[src/rtl/audio_stat_pkg.sv]
package audio_stat_pkg;
  localparam int REG_W   = 32;
  localparam int MAX_CH  = 8;
  // byte offsets
  localparam logic [7:0] OFF_STAT  = 8'h08;
  localparam logic [7:0] OFF_CLR   = 8'h0C;
  localparam logic [7:0] OFF_SET   = 8'h10;
  localparam logic [7:0] OFF_IEN   = 8'h14;
  localparam logic [7:0] OFF_IDIS  = 8'h18;
  localparam logic [7:0] OFF_IMASK = 8'h1C;
  // bit positions
  localparam int B_RXEN  = 0;
  localparam int B_RXRDY = 1;
  localparam int B_RXOVR = 2;
  localparam int B_TXEN  = 4;
  localparam int B_TXRDY = 5;
  localparam int B_TXUND = 6;
  localparam int RXCH_LSB = 8;
  localparam int TXCH_LSB = 20;

  function automatic logic [REG_W-1:0] sticky_bits(input int nch);
    logic [REG_W-1:0] m;
    m = '0;
    m[B_RXOVR] = 1'b1;
    m[B_TXUND] = 1'b1;
    for (int c = 0; c < nch; c++) begin
      m[RXCH_LSB + c] = 1'b1;
      m[TXCH_LSB + c] = 1'b1;
    end
    return m;
  endfunction

  function automatic logic [REG_W-1:0] irq_src_bits();
    logic [REG_W-1:0] m;
    m = '0;
    m[B_RXRDY] = 1'b1;
    m[B_RXOVR] = 1'b1;
    m[B_TXRDY] = 1'b1;
    m[B_TXUND] = 1'b1;
    return m;
  endfunction

  function automatic logic [REG_W-1:0] level_word(input logic rxe, input logic rxr,
                                                  input logic txe, input logic txr);
    logic [REG_W-1:0] w;
    w = '0;
    w[B_RXEN]  = rxe;
    w[B_RXRDY] = rxr;
    w[B_TXEN]  = txe;
    w[B_TXRDY] = txr;
    return w;
  endfunction
endpackage

[src/rtl/stat_sticky_bank.sv]
module stat_sticky_bank #(
  parameter int W = 32,
  parameter logic [W-1:0] IMPL = '1
) (
  input  logic         clk,
  input  logic         rst_n,
  input  logic [W-1:0] set_i,
  input  logic [W-1:0] clr_i,
  output logic [W-1:0] q_o
);
  logic [W-1:0] q;

  for (genvar b = 0; b < W; b++) begin : g_bit
    if (IMPL[b]) begin : g_flop
      always_ff @(posedge clk) begin
        if (!rst_n)        q[b] <= 1'b0;
        else if (set_i[b]) q[b] <= 1'b1;
        else if (clr_i[b]) q[b] <= 1'b0;
      end

      set_wins_chk: assert property (@(posedge clk) disable iff (!rst_n)
        set_i[b] |=> q[b]);

      clr_takes_chk: assert property (@(posedge clk) disable iff (!rst_n)
        (clr_i[b] && !set_i[b]) |=> !q[b]);
    end else begin : g_tie
      assign q[b] = 1'b0;
    end
  end

  assign q_o = q;
endmodule

[src/rtl/stat_mask_bank.sv]
module stat_mask_bank #(
  parameter int W = 32,
  parameter logic [W-1:0] IMPL = '1
) (
  input  logic         clk,
  input  logic         rst_n,
  input  logic         en_we,
  input  logic         dis_we,
  input  logic [W-1:0] wdata,
  output logic [W-1:0] mask_o
);
  logic [W-1:0] mask_q;

  always_ff @(posedge clk) begin
    if (!rst_n)      mask_q <= '0;
    else if (en_we)  mask_q <= mask_q | (wdata & IMPL);
    else if (dis_we) mask_q <= mask_q & ~wdata;
  end

  assign mask_o = mask_q;


  mask_impl_chk: assert property (@(posedge clk) disable iff (!rst_n)
    (mask_q & ~IMPL) == '0);

  mask_hold_chk: assert property (@(posedge clk) disable iff (!rst_n)
    (!en_we && !dis_we) |=> $stable(mask_q));
endmodule

[src/rtl/stat_read_mux.sv]
module stat_read_mux #(
  parameter int ADDR_W = 8,
  parameter int W = 32
) (
  input  logic [ADDR_W-1:0] addr,
  input  logic [W-1:0]      status,
  input  logic [W-1:0]      mask,
  output logic [W-1:0]      rdata
);
  import audio_stat_pkg::*;
  logic [ADDR_W-1:0] word_addr;

  assign word_addr = {addr[ADDR_W-1:2], 2'b00};

  always_comb begin
    rdata = '0;
    if (word_addr == ADDR_W'(OFF_STAT))       rdata = status;
    else if (word_addr == ADDR_W'(OFF_IMASK)) rdata = mask;
  end
endmodule

[src/rtl/audio_stat_irq_bank.sv]
module audio_stat_irq_bank #(
  parameter int ADDR_W = 8,
  parameter int NUM_CH = 8,
  localparam int CH_W  = $clog2(NUM_CH)
) (
  input  logic              clk,
  input  logic              rst_n,
  input  logic              bus_we,
  input  logic [ADDR_W-1:0] bus_addr,
  input  logic [31:0]       bus_wdata,
  output logic [31:0]       bus_rdata,
  input  logic              rx_enabled,
  input  logic              rx_ready,
  input  logic              tx_enabled,
  input  logic              tx_ready,
  input  logic              rx_ovr_evt,
  input  logic [CH_W-1:0]   rx_ovr_ch,
  input  logic              tx_und_evt,
  input  logic [CH_W-1:0]   tx_und_ch,
  output logic              irq
);
  import audio_stat_pkg::*;
  localparam logic [REG_W-1:0] STICKY = sticky_bits(NUM_CH);
  localparam logic [REG_W-1:0] IRQSRC = irq_src_bits();

  logic [ADDR_W-1:0] word_addr;
  logic wr_clr, wr_set, wr_ien, wr_idis;
  logic [REG_W-1:0] evt_set, sw_set, sw_clr, sticky_q, mask_q, status_w, pending_w;

  assign word_addr = {bus_addr[ADDR_W-1:2], 2'b00};
  assign wr_clr  = bus_we && (word_addr == ADDR_W'(OFF_CLR));
  assign wr_set  = bus_we && (word_addr == ADDR_W'(OFF_SET));
  assign wr_ien  = bus_we && (word_addr == ADDR_W'(OFF_IEN));
  assign wr_idis = bus_we && (word_addr == ADDR_W'(OFF_IDIS));

  always_comb begin
    evt_set = '0;
    if (rx_ovr_evt) begin
      evt_set[B_RXOVR] = 1'b1;
      evt_set[RXCH_LSB + int'(rx_ovr_ch)] = 1'b1;
    end
    if (tx_und_evt) begin
      evt_set[B_TXUND] = 1'b1;
      evt_set[TXCH_LSB + int'(tx_und_ch)] = 1'b1;
    end
  end

  assign sw_set = wr_set ? (bus_wdata & STICKY) : '0;
  assign sw_clr = wr_clr ? (bus_wdata & STICKY) : '0;

  stat_sticky_bank #(.W(REG_W), .IMPL(STICKY)) i_sticky (
    .clk(clk), .rst_n(rst_n), .set_i(evt_set | sw_set), .clr_i(sw_clr), .q_o(sticky_q));

  stat_mask_bank #(.W(REG_W), .IMPL(IRQSRC)) i_mask (
    .clk(clk), .rst_n(rst_n), .en_we(wr_ien), .dis_we(wr_idis),
    .wdata(bus_wdata), .mask_o(mask_q));

  assign status_w  = sticky_q | level_word(rx_enabled, rx_ready, tx_enabled, tx_ready);
  assign pending_w = status_w & mask_q;
  assign irq       = |pending_w;

  stat_read_mux #(.ADDR_W(ADDR_W), .W(REG_W)) i_rmux (
    .addr(bus_addr), .status(status_w), .mask(mask_q), .rdata(bus_rdata));


  rx_ovr_sets_chk: assert property (@(posedge clk) disable iff (!rst_n)
    rx_ovr_evt |=> sticky_q[B_RXOVR]);

  tx_und_sets_chk: assert property (@(posedge clk) disable iff (!rst_n)
    tx_und_evt |=> sticky_q[B_TXUND]);

  irq_needs_mask_chk: assert property (@(posedge clk) disable iff (!rst_n)
    (mask_q == '0) |-> !irq);

  wo_read_zero_chk: assert property (@(posedge clk) disable iff (!rst_n)
    (word_addr == ADDR_W'(OFF_CLR) || word_addr == ADDR_W'(OFF_SET) ||
     word_addr == ADDR_W'(OFF_IEN) || word_addr == ADDR_W'(OFF_IDIS)) |-> bus_rdata == '0);

  set_keeps_level_chk: assert property (@(posedge clk) disable iff (!rst_n)
    (wr_set && !rx_enabled) |=> (!rx_enabled -> !bus_rdata[B_RXEN] || word_addr != ADDR_W'(OFF_STAT)));
endmodule

[config.mk]
export PLATFORM = sky130hd
export DESIGN_NAME = audio_stat_irq_bank
export DESIGN_NICKNAME = d
export VERILOG_FILES = /design/src/rtl/audio_stat_pkg.sv /design/src/rtl/stat_sticky_bank.sv /design/src/rtl/stat_mask_bank.sv /design/src/rtl/stat_read_mux.sv /design/src/rtl/audio_stat_irq_bank.sv
export SDC_FILE = /design/constraint.sdc
export NUM_CORES = 1
export LEC_CHECK = 0
export BUFFER_PORTS_ARGS = -buffer_cell sky130_fd_sc_hd__buf_2
export CELL_PAD_IN_SITES_DETAIL_PLACEMENT = 0
export CELL_PAD_IN_SITES_GLOBAL_PLACEMENT = 1
export CORE_AREA = 2 2 92 94
export DETAILED_ROUTE_END_ITERATION = 12
export DIE_AREA = 0 0 94 96
export PLACE_DENSITY = 0.84
export SLEW_MARGIN = 0
export SYNTH_ARGS = -nofsm -noshare
export SYNTH_HDL_FRONTEND = slang
export SYNTH_HIERARCHICAL = 1
export SYNTH_SLANG_ARGS = --single-unit
[constraint.sdc]
create_clock -name clk -period 3.37 [get_ports clk]
set_clock_uncertainty 0.1 [all_clocks]
set_input_delay 0.1685 -clock clk [delete_from_list [all_inputs] [get_ports clk]]
set_output_delay 0.1685 -clock clk [all_outputs]
set_load 0.01 [all_outputs]
== Word-level counts from Yosys, hierarchy flattened ==
Cells that the tools add are included.

* Input port bits: 55
* Word-level logic and storage cells: 112
* Register bits: 50
* Output and inout bits: 33

* Add/subtract/negate cells: 2
* Muxes and demuxes: 48
* Order comparisons: 4
* Equal/unequal tests: 6
* Reductions and logical operators: 26
* Bitwise operators: 7

{| class="wikitable"
|+ Operator list
! cell !! number
|-
| $mux W32 || 4
|-
| $mux W28 || 4
|-
| $or A28 B28 Y28 || 2
|-
| $mux W1 || 38
|-
| $reduce_bool A2 Y1 || 19
|-
| $and A28 B32 Y32 || 1
|-
| $and A32 B32 Y32 || 1
|-
| $not A32 Y32 || 1
|-
| $or A32 B7 Y32 || 1
|-
| $reduce_or A32 Y1 || 1
|-
| $or A28 B6 Y28 || 1
|-
| $eq A6 B3 Y1 const B || 4
|-
| $eq A6 B2 Y1 const B || 2
|-
| $demux W1 S5 || 2
|-
| $add A5 B3 Y6 const A || 1
|-
| $ge A6 B1 Y1 const B || 1
|-
| $logic_and A1 B1 Y1 || 6
|-
| $lt A5 B6 Y1 const B || 1
|-
| $lt A6 B6 Y1 const B || 1
|-
| $add A4 B3 Y5 const A || 1
|-
| $ge A5 B1 Y1 const B || 1
|}

== Logic depth before layout (Yosys ltp) ==
Gate-level depths: netlist of the first run.

* Depth in word-level cells: 10
* Gate-level depth with buffers: 7
* Mapped depth without buffers: 6

== Modules after synthesis ==
Netlist of the first run, hierarchy kept.

{| class="wikitable"
|+ Modules (own cells, without submodules)
! module !! cells each !! sequential area each (um^2) !! times used !! area each (um^2)
|-
| stat_mask_bank || 108 || 640.6 || 1 || 1121.1
|-
| stat_read_mux || 115 || 0.0 || 1 || 822.0
|-
| stat_sticky_bank || 71 || 360.3 || 1 || 748.2
|-
| audio_stat_irq_bank || 86 || 0.0 || 1 || 653.1
|}

== Least setup slack after synthesis of the first run ==
No wires, ideal clock.

* Kind: input port to flip-flop
* From: in bus_addr[5]
* To: reg i_mask.mask_q[0], in the netlist i_mask/mask_o[0]
* Setup slack: 1.652 ns
* Stages: 7
* Library setup time: 0.113 ns
* Data arrival time: 1.505 ns
* Cell sequence: nor4b_4 > nand2_2 > nor3b_1 > nor2b_4 > buf_6 > buf_12 > a21oi_2

* Longest elaborated chain between the ends: 3

{| class="wikitable"
|+ RTL lines
! item !! RTL line !! source
|-
| start, declared || audio_stat_irq_bank.sv:9 || <nowiki>input logic [ADDR_W-1:0] bus_addr,</nowiki>
|-
| $eq A6 B3 Y1 || audio_stat_irq_bank.sv:34 || <nowiki>assign wr_idis = bus_we && (word_addr == ADDR_W'(OFF_IDIS));</nowiki>
|-
| $logic_and A1 B1 Y1 || audio_stat_irq_bank.sv:34 ||
|-
| net wr_idis || audio_stat_irq_bank.sv:27 || <nowiki>logic wr_clr, wr_set, wr_ien, wr_idis;</nowiki>
|-
| $reduce_bool A2 Y1 (no line) || -- ||
|-
| end signal, assigned || stat_mask_bank.sv:16 || <nowiki>else if (en_we) mask_q <= mask_q | (wdata & IMPL);</nowiki>
|-
| end signal, assigned || stat_mask_bank.sv:17 || <nowiki>else if (dis_we) mask_q <= mask_q & ~wdata;</nowiki>
|-
| end, declared || stat_mask_bank.sv:12 || <nowiki>logic [W-1:0] mask_q;</nowiki>
|}

The timed path passes the listed nets, and every way through them passes these cells.
A chain may end at the register's enable or synchronous reset.

== Final worst setup path of the first run ==
* From: in bus_addr[7]
* To: out bus_rdata[17]

* Longest elaborated chain between the ends: 3

{| class="wikitable"
|+ RTL lines
! item !! RTL line !! source
|-
| $eq A6 B3 Y1 || stat_read_mux.sv:18 || <nowiki>else if (word_addr == ADDR_W'(OFF_IMASK)) rdata = mask;</nowiki>
|-
| $mux W32 || stat_read_mux.sv:18 ||
|-
| $mux W32 (*) || stat_read_mux.sv:17 || <nowiki>if (word_addr == ADDR_W'(OFF_STAT)) rdata = status;</nowiki>
|-
| end, declared || audio_stat_irq_bank.sv:11 || <nowiki>output logic [31:0] bus_rdata,</nowiki>
|}

Mark *: on every way between the ends. The rest lies on a longest branch, timed or not.

==> reports/metrics.cfg, run 1 <==
[power_and_ir_drop]
switching_power_uw = 304
totalPowerFinal_mw = 1.20
p_leak_nw = 1.57
ir_drop_uv = 181
p_int_uw = 899
clkPwrFrac_pct = 35.9
powerDensity_nw_per_um2 = 300
combPwrFrac_pct = 13.7
seq_power_share_pct = 50.3
switching_share_pct = 25.3

[floorplan]
die_w_um = 94
core_sq_um = 8050
fp.dieH_um = 96
start_util_pct = 41.5
rows = 33
io_pins = 88
die_area_sq_um = 9020

[cts]
cts_tree = yes
clock_path_buffers = 2
htree_levels = 2
clock_sinks = 50
clock_latency_ns = 0.30
cts_resized = 0
clk_pin_slew_worst_paths_ns = 0.09
cts_root_buf = clkbuf_8
cts_setup_buffers = 0
cts_hold_buf = 28
cts_buffers = 5

[placement]
portBuffers = 85
place_congestion = 0.837
placed_area_sq_um = 3620
hpwlAfterDp_mm = 5.79

[grt]
overflow = 0
grt_pass1_vias = 2723
grt_pass1_wl_mm = 13.4
use_met3_pct = 2.35
met1_usage_pct = 25.1
gr-usage-met2_pct = 31.6
grt.total_usage_pct = 18.7
busiest_layer = met2
grt_max_degree = 69
antenna_found_initial = 0

[sta]
hold_viol = 0
finalCritPeriodShare_pct = 64.9
slew_headroom_pct = 25.1
fmax_mhz = 457
rsz0062_at_grt = no
whs_ns = 0.0822
finalCriticalPeriod_ns = 2.19
final.setup.tns_ns = 0
worstMarginPinSlew_ns = 1.12
drv_slew = 0
setup_viol = 0

[cells_and_area]
n_fill_cell = 820
n_antenna_cell = 0
final_cell_mix = 85 x buf_2, 50 x a21oi_2, 50 x dfxtp_1
final_common_cell = buf_2
area_growth_pct = 20.3
fin_nets = 525
final_cell_area_sq_um = 4020
drive_gt1_share_pct = 38.9

[setup_path]
cp.arrival_ns = 1.92
critPathKind = in2out
endpoint_kind = output port
cp.required_ns = 3.10
r2r_setup_slack_ns = 2.54
start_kind = input port
path_max_fanout = 32

[route]
wl_per_cell_um = 14.5
vias_per_cell = 5.27
num_vias = 3037
initialDrtViolationCount = 133
routed_wl_mm = 8.35
final_antenna_net_count = 0
firstDrtPassIters = 4
drc = 0

[synthesis]
yosysWarnings = 6
synth_area_sq_um = 3340
syn_avg_cell_area_sq_um = 8.81
synth_cells = 379

[min_path]
hold_path.class = in2reg

[run]
max_cap_viol_count = 0

[run_status]
status = finished clean

==> power groups by stage <==
stage                     clock (mW)  sequential, mW  combinational, mW
after floorplan                    0           0.617             0.0985
after global placement             0           0.619              0.136
after detailed placement           0           0.619              0.139
after CTS                      0.444           0.606              0.164
after global routing           0.471           0.607              0.181
final                          0.432           0.606              0.165
==> final timing paths <==
kind / start / end / depth (start not counted)
setup / recovery: bus_addr[7] / bus_rdata[17] / 4
hold / removal: bus_wdata[5] / flip-flop / 3
setup reg to reg: i_sticky/q_o[14]$_SDFFE_PN0P_ / i_sticky/q_o[14]$_SDFFE_PN0P_ / 2
hold reg to reg: i_mask/mask_o[26]$_SDFFE_PN0P_ / i_mask/mask_o[26]$_SDFFE_PN0P_ / 2
==> flip-flops by register name, indices dropped and copies added, names as in the netlist, named ones only <==
register	flops
i_mask/mask_o	28
i_sticky/q_o	18
==> area by class of cell <==
class	count	area, sq um	area share [%]
multi-input combinational	296	2040	50.9
sequential	50	1000	24.9
timing repair buffer	115	721	17.9
tap	105	131	3.27
clock buffer	5	68.8	1.71
clock inverter	3	43.8	1.09
inverter	2	7.51	0.187
==> through the flow <==
step / utilization, % / setup WS, ns / cells
final: 49.9 / 1.18 / 576
after global routing: 49.9 / 1.11 / 576
after CTS: 49.9 / 1.16 / 576
after detailed placement: 45.0 / 0.954 / 540
after global placement: 45.0 / 0.998 / 540
after floorplan: - / 1.65 / 392
==> layer usage <==
layer / vias to the layer above / part of all wire (%)
li1: 1525 / -
met1: 1416 / 46
met2: 86 / 48
met3: 10 / 4.6
met4: 0 / 1.5
met5: - / 0
==> critical path, stage by stage <==
cell	delay, ns
buf_2	0.12
or4b_2	1.15
a21oi_2	0.31
buf_2	0.17
Note: power is estimated with default switching activity, not from simulation.
==> inputs of run 2 (changes only) <==
--- a/config.mk
+++ b/config.mk
@@ -8,10 +8,10 @@
 export BUFFER_PORTS_ARGS = -buffer_cell sky130_fd_sc_hd__buf_2
 export CELL_PAD_IN_SITES_DETAIL_PLACEMENT = 0
 export CELL_PAD_IN_SITES_GLOBAL_PLACEMENT = 1
-export CORE_AREA = 2 2 92 94
+export CORE_AREA = 2 2 100 102
 export DETAILED_ROUTE_END_ITERATION = 12
-export DIE_AREA = 0 0 94 96
-export PLACE_DENSITY = 0.84
+export DIE_AREA = 0 0 102 104
+export PLACE_DENSITY = 0.76
 export SLEW_MARGIN = 0
 export SYNTH_ARGS = -nofsm -noshare
 export SYNTH_HDL_FRONTEND = slang
==> constraint.sdc (replaced) <==
create_clock -name clk -period 1.9 [get_ports clk]
set_clock_uncertainty 0.1 [all_clocks]
set_input_delay 0.095 -clock clk [delete_from_list [all_inputs] [get_ports clk]]
set_output_delay 0.095 -clock clk [all_outputs]
set_load 0.01 [all_outputs]
==> reports/metrics.cfg, run 2 (synthesis results as in run 1) <==
[run_status]
status = complete, but fails checks
violations = negative setup slack

[cts]
cts_buffers = 5
clock_sinks = 50
cts_root_buf = clkbuf_8
cts_tree = yes
clk_pin_slew_worst_paths_ns = 0.10
cts_setup_buffers = 0
clock_latency_ns = 0.31
htree_levels = 2
clock_path_buffers = 2

[floorplan]
fp.dieH_um = 104
io_pins = 88
die_area_sq_um = 10600
start_util_pct = 35.0
rows = 36
die_w_um = 102
core_sq_um = 9550

[placement]
dp.cells = 578
hpwlAfterDp_mm = 6.27
portBuffers = 85
place_congestion = 0.780
placed_area_sq_um = 3780

[setup_path]
cp.required_ns = 1.70
endpoint_kind = output port
critPathBufInv = 1
start_kind = flip-flop
worstPathCellList = a22o_1 > a221oi_2 > nand4_1 > or3_4 > buf_6
path_max_fanout = 3
slowest_delay_ns = 0.41
critPathKind = reg2out
cp_top_family = simple AND/OR/NAND/NOR gates
crit_slowest_cell = or3_4
cp.arrival_ns = 1.80

[route]
wl_per_cell_um = 14.6
final_antenna_net_count = 0
routed_wl_mm = 8.98
num_vias = 3045
vias_per_cell = 4.94
initialDrtViolationCount = 89
drc = 0
firstDrtPassIters = 4

[sta]
setup_viol = 1
hold_viol = 0
rsz0062_at_grt = yes
fmax_mhz = 501
slew_headroom_pct = 54.9
finalCriticalPeriod_ns = 1.99
drv_slew = 0
worstMarginPinSlew_ns = 0.676
finalCritPeriodShare_pct = 105
worst_slack_ns = -0.0948

[grt]
grt_pass1_wl_mm = 14.4
grt.total_usage_pct = 16.9
overflow = 0
antenna_found_initial = 0
grt_pass1_vias = 2962
grt_max_degree = 69

[power_and_ir_drop]
ir_drop_uv = 299
powerDensity_nw_per_um2 = 486
p_leak_nw = 1.66

[cells_and_area]
drive_gt1_share_pct = 41.8
n_fill_cell = 991
final_cell_mix = 84 x buf_2, 50 x a21oi_2, 47 x dfxtp_1
fin_nets = 537
largest_register_ffs = 28
final_cell_area_sq_um = 4240
final_common_cell = buf_2
area_growth_pct = 27.0
n_antenna_cell = 0
instances_no_fill = 616

[run]
max_cap_viol_count = 0

[min_path]
hold_path.class = in2reg

run 2: worst register-to-register path: stages (launching register included):
cell     delay [ns]
dfxtp_1        0.36
nor2b_1        0.14
o21a_1         0.15
run 2: report_power, final:
| group | switching (mW) | internal [mW] | leakage [nW] |
|---|---|---|---|
| Clock | 0.369 | 0.295 | 0.0482 |
| Sequential | 0.0130 | 1.06 | 0.406 |
| Combinational | 0.166 | 0.156 | 1.21 |
| Total | 0.549 | 1.51 | 1.66 |
run 2: area by class of cell:
| class | instances | area (sq um) | area share [%] |
|---|---|---|---|
| Timing Repair Buffer | 127 | 872 | 20.6 |
| Multi-Input combinational cell | 296 | 2100 | 49.5 |
| Clock buffer | 7 | 86.3 | 2.03 |
| Clock inverter | 1 | 5.00 | 0.118 |
| Tap cell | 133 | 166 | 3.92 |
| Sequential cell | 50 | 1000 | 23.7 |
| Inverter | 2 | 7.51 | 0.177 |
run 2: through the flow:
stage          utilization, %  setup TNS (ns)  hold WS, ns  setup WS, ns  power [mW]
3_5_place_dp             39.6               0        0.169         0.165        1.37
3_3_place_gp             39.6               0        0.168         0.188        1.36
2_1_floorplan               -               0       0.0727         0.255        1.27
5_1_grt                  44.4          -0.120       0.0414        -0.120        2.14
4_1_cts                  44.0         -0.0698       0.0187       -0.0698        2.08
6_report                 44.4         -0.0948       0.0201       -0.0948        2.06
run 2: final timing paths:
kind	cells after the start	endpoint	start	slack, ns
hold / removal	3	flip-flop	bus_wdata[2]	0.02
hold reg to reg	2	i_mask/mask_o[25]$_SDFFE_PN0P_	i_mask/mask_o[25]$_SDFFE_PN0P_	0.35
setup / recovery	5	irq	i_sticky/q_o[24]$_SDFFE_PN0P_	-0.09
setup reg to reg	2	i_sticky/q_o[22]$_SDFFE_PN0P_	i_sticky/q_o[22]$_SDFFE_PN0P_	1.05
run 2: per-layer routing:
layer	vias to the layer above	wire length [um]	GRT usage, %
li1	1550	-	-
met5	-	0	0
met1	1416	4220	22.3
met4	0	148	4.76
met3	11	266	2.35
met2	68	4340	28.4
run 2: what timing repair did:
| item | 4_1_cts | 5_1_grt |
|---|---|---|
| pin swaps | 1 | 1 |
| cloned | 0 | 0 |
| gates resized for setup | 5 | 7 |
| setup endpoints to repair | 1 | 1 |
| hold buffers | 30 | 0 |
| endpoints found under the hold margin | 30 | 0 |
==> inputs of run 3 (changes only) <==
--- a/config.mk
+++ b/config.mk
@@ -11,7 +11,9 @@
 export CORE_AREA = 2 2 100 102
 export DETAILED_ROUTE_END_ITERATION = 12
 export DIE_AREA = 0 0 102 104
+export GPL_ROUTABILITY_DRIVEN = 0
 export PLACE_DENSITY = 0.76
+export REMOVE_ABC_BUFFERS = 1
 export SLEW_MARGIN = 0
 export SYNTH_ARGS = -nofsm -noshare
 export SYNTH_HDL_FRONTEND = slang
==> reports/metrics.cfg, run 3 (synthesis results as in run 1) <==
[power_and_ir_drop]
p_leak_nw = 1.66
powerDensity_nw_per_um2 = 486
ir_drop_uv = 275
totalPowerFinal_mw = 2.05

[floorplan]
start_util_pct = 35.0
core_sq_um = 9550
die_area_sq_um = 10600
die_w_um = 102
io_pins = 88
rows = 36
fp.dieH_um = 104

[cells_and_area]
seq_area_sq_um = 1000
fin_nets = 537
instances_no_fill = 616
drive_gt1_share_pct = 41.6
final_common_cell = buf_2
multi_input_area_sq_um = 2080
area_growth_pct = 26.5
largest_register_ffs = 28
n_fill_cell = 1013
n_antenna_cell = 0
final_cell_mix = 85 x buf_2, 50 x a21oi_2, 48 x dfxtp_1

[sta]
final.setup.tns_ns = -0.0404
hold_viol = 0
finalCriticalPeriod_ns = 1.94
worstMarginPinSlew_ns = 0.599
slew_headroom_pct = 60.1
worst_slack_ns = -0.0404
finalCritPeriodShare_pct = 102
setup_viol = 1
drv_slew = 0
rsz0062_at_grt = yes
fmax_mhz = 515

[placement]
portBuffers = 85
hpwlAfterDp_mm = 6.31
dp.cells = 579

[cts]
clock_sinks = 50
cts_setup_buffers = 0
clock_path_buffers = 2
cts_root_buf = clkbuf_8
clk_pin_slew_worst_paths_ns = 0.09
htree_levels = 2
clock_latency_ns = 0.30
cts_tree = yes
cts_buffers = 5

[min_path]
holdPathStages = 3
hold_path.class = in2reg
min_from = bus_wdata[5]

[route]
num_vias = 3050
initialDrtViolationCount = 67
vias_per_cell = 4.95
routed_wl_mm = 8.85
drc = 0
firstDrtPassIters = 4
final_antenna_net_count = 0
wl_per_cell_um = 14.4

[grt]
grt_max_degree = 35
grt_pass1_vias = 2778
antenna_found_initial = 0
overflow = 0
grt_pass1_wl_mm = 14.0
grt.total_usage_pct = 16.3

[setup_path]
r2r_end = i_sticky/q_o[27]$_SDFFE_PN0P_
cp_top_family = simple AND/OR/NAND/NOR gates
slowest_delay_ns = 0.34
critPathBufInv = 1
r2r_cells = 2
timing.rr.start = i_sticky/q_o[27]$_SDFFE_PN0P_
r2r_setup_slack_ns = 1.06
worstSetupStartpoint = i_sticky/q_o[8]$_SDFFE_PN0P_
worstPathCellList = a22o_1 > a221oi_2 > nand4_1 > or3_1 > buf_2
path_max_fanout = 3
endpoint_kind = output port
start_kind = flip-flop
cp.required_ns = 1.70
cp.arrival_ns = 1.75
crit_slowest_cell = or3_1
critPathKind = reg2out

[run]
max_cap_viol_count = 0

[run_status]
status = complete, but fails checks
violations = negative setup slack

run 3: through the flow:
step           worst slack [ns]  utilization, %  hold slack [ns]  cell area, sq um
3_5_place_dp              0.177            39.8            0.169              3800
4_1_cts                 -0.0660            44.1          0.00561              4220
2_1_floorplan           -0.0675               -           0.0727              3050
6_report                -0.0404            44.3           0.0200              4230
3_3_place_gp              0.179            39.8            0.169              3800
5_1_grt                  -0.156            44.3           0.0271              4230
run 3: timing repair:
action / 4_1_cts / 5_1_grt
pin swaps: 1 / 0
endpoints found under the hold margin: 28 / 1
gates resized for setup: 7 / 1
hold buffers: 28 / 1
setup endpoints to repair: 1 / 1
run 3: routing by layer:
metal  vias up  GRT usage, %  part of all wire (%)  wire length [um]
met3         2          2.55                   3.7               326
li1       1541             -                     -                 -
met1      1441          22.2                    48              4230
met5         -             0                     0                 0
met2        66          27.5                    48              4270
met4         0          2.57                  0.27                24
run 3: tightest hold or removal path, cell delays in order:
cell,delay (ns)
buf_2,0.11
nand2_1,0.06
a31o_2,0.14
run 3: worst max-delay path by stage:
stage | end | slack, ns | depth (start not counted)
finish | irq | -0.04 | 5
global route | irq | -0.16 | 5
CTS | irq | -0.07 | 5
detailed placement | irq | 0.18 | 5
global placement | irq | 0.18 | 5
floorplan | i_mask/mask_o[24]$_SDFFE_PN0P_ | -0.07 | 5
run 3: cell type report:
cell class / count / share of cell area [%]
clock buffers: 7 / 2.04
clock inverters: 1 / 0.118
inverters: 2 / 0.178
multi-input cells: 296 / 49.3
flip-flops and latches: 50 / 23.7
well taps: 133 / 3.94
repair buffers: 127 / 20.7
run 3: report_power, final:
group	leakage [nW]	switching, mW	internal [mW]
Clock	0.0482	0.360	0.295
Sequential	0.405	0.0119	1.06
Combinational	1.21	0.168	0.157
Total	1.66	0.539	1.52
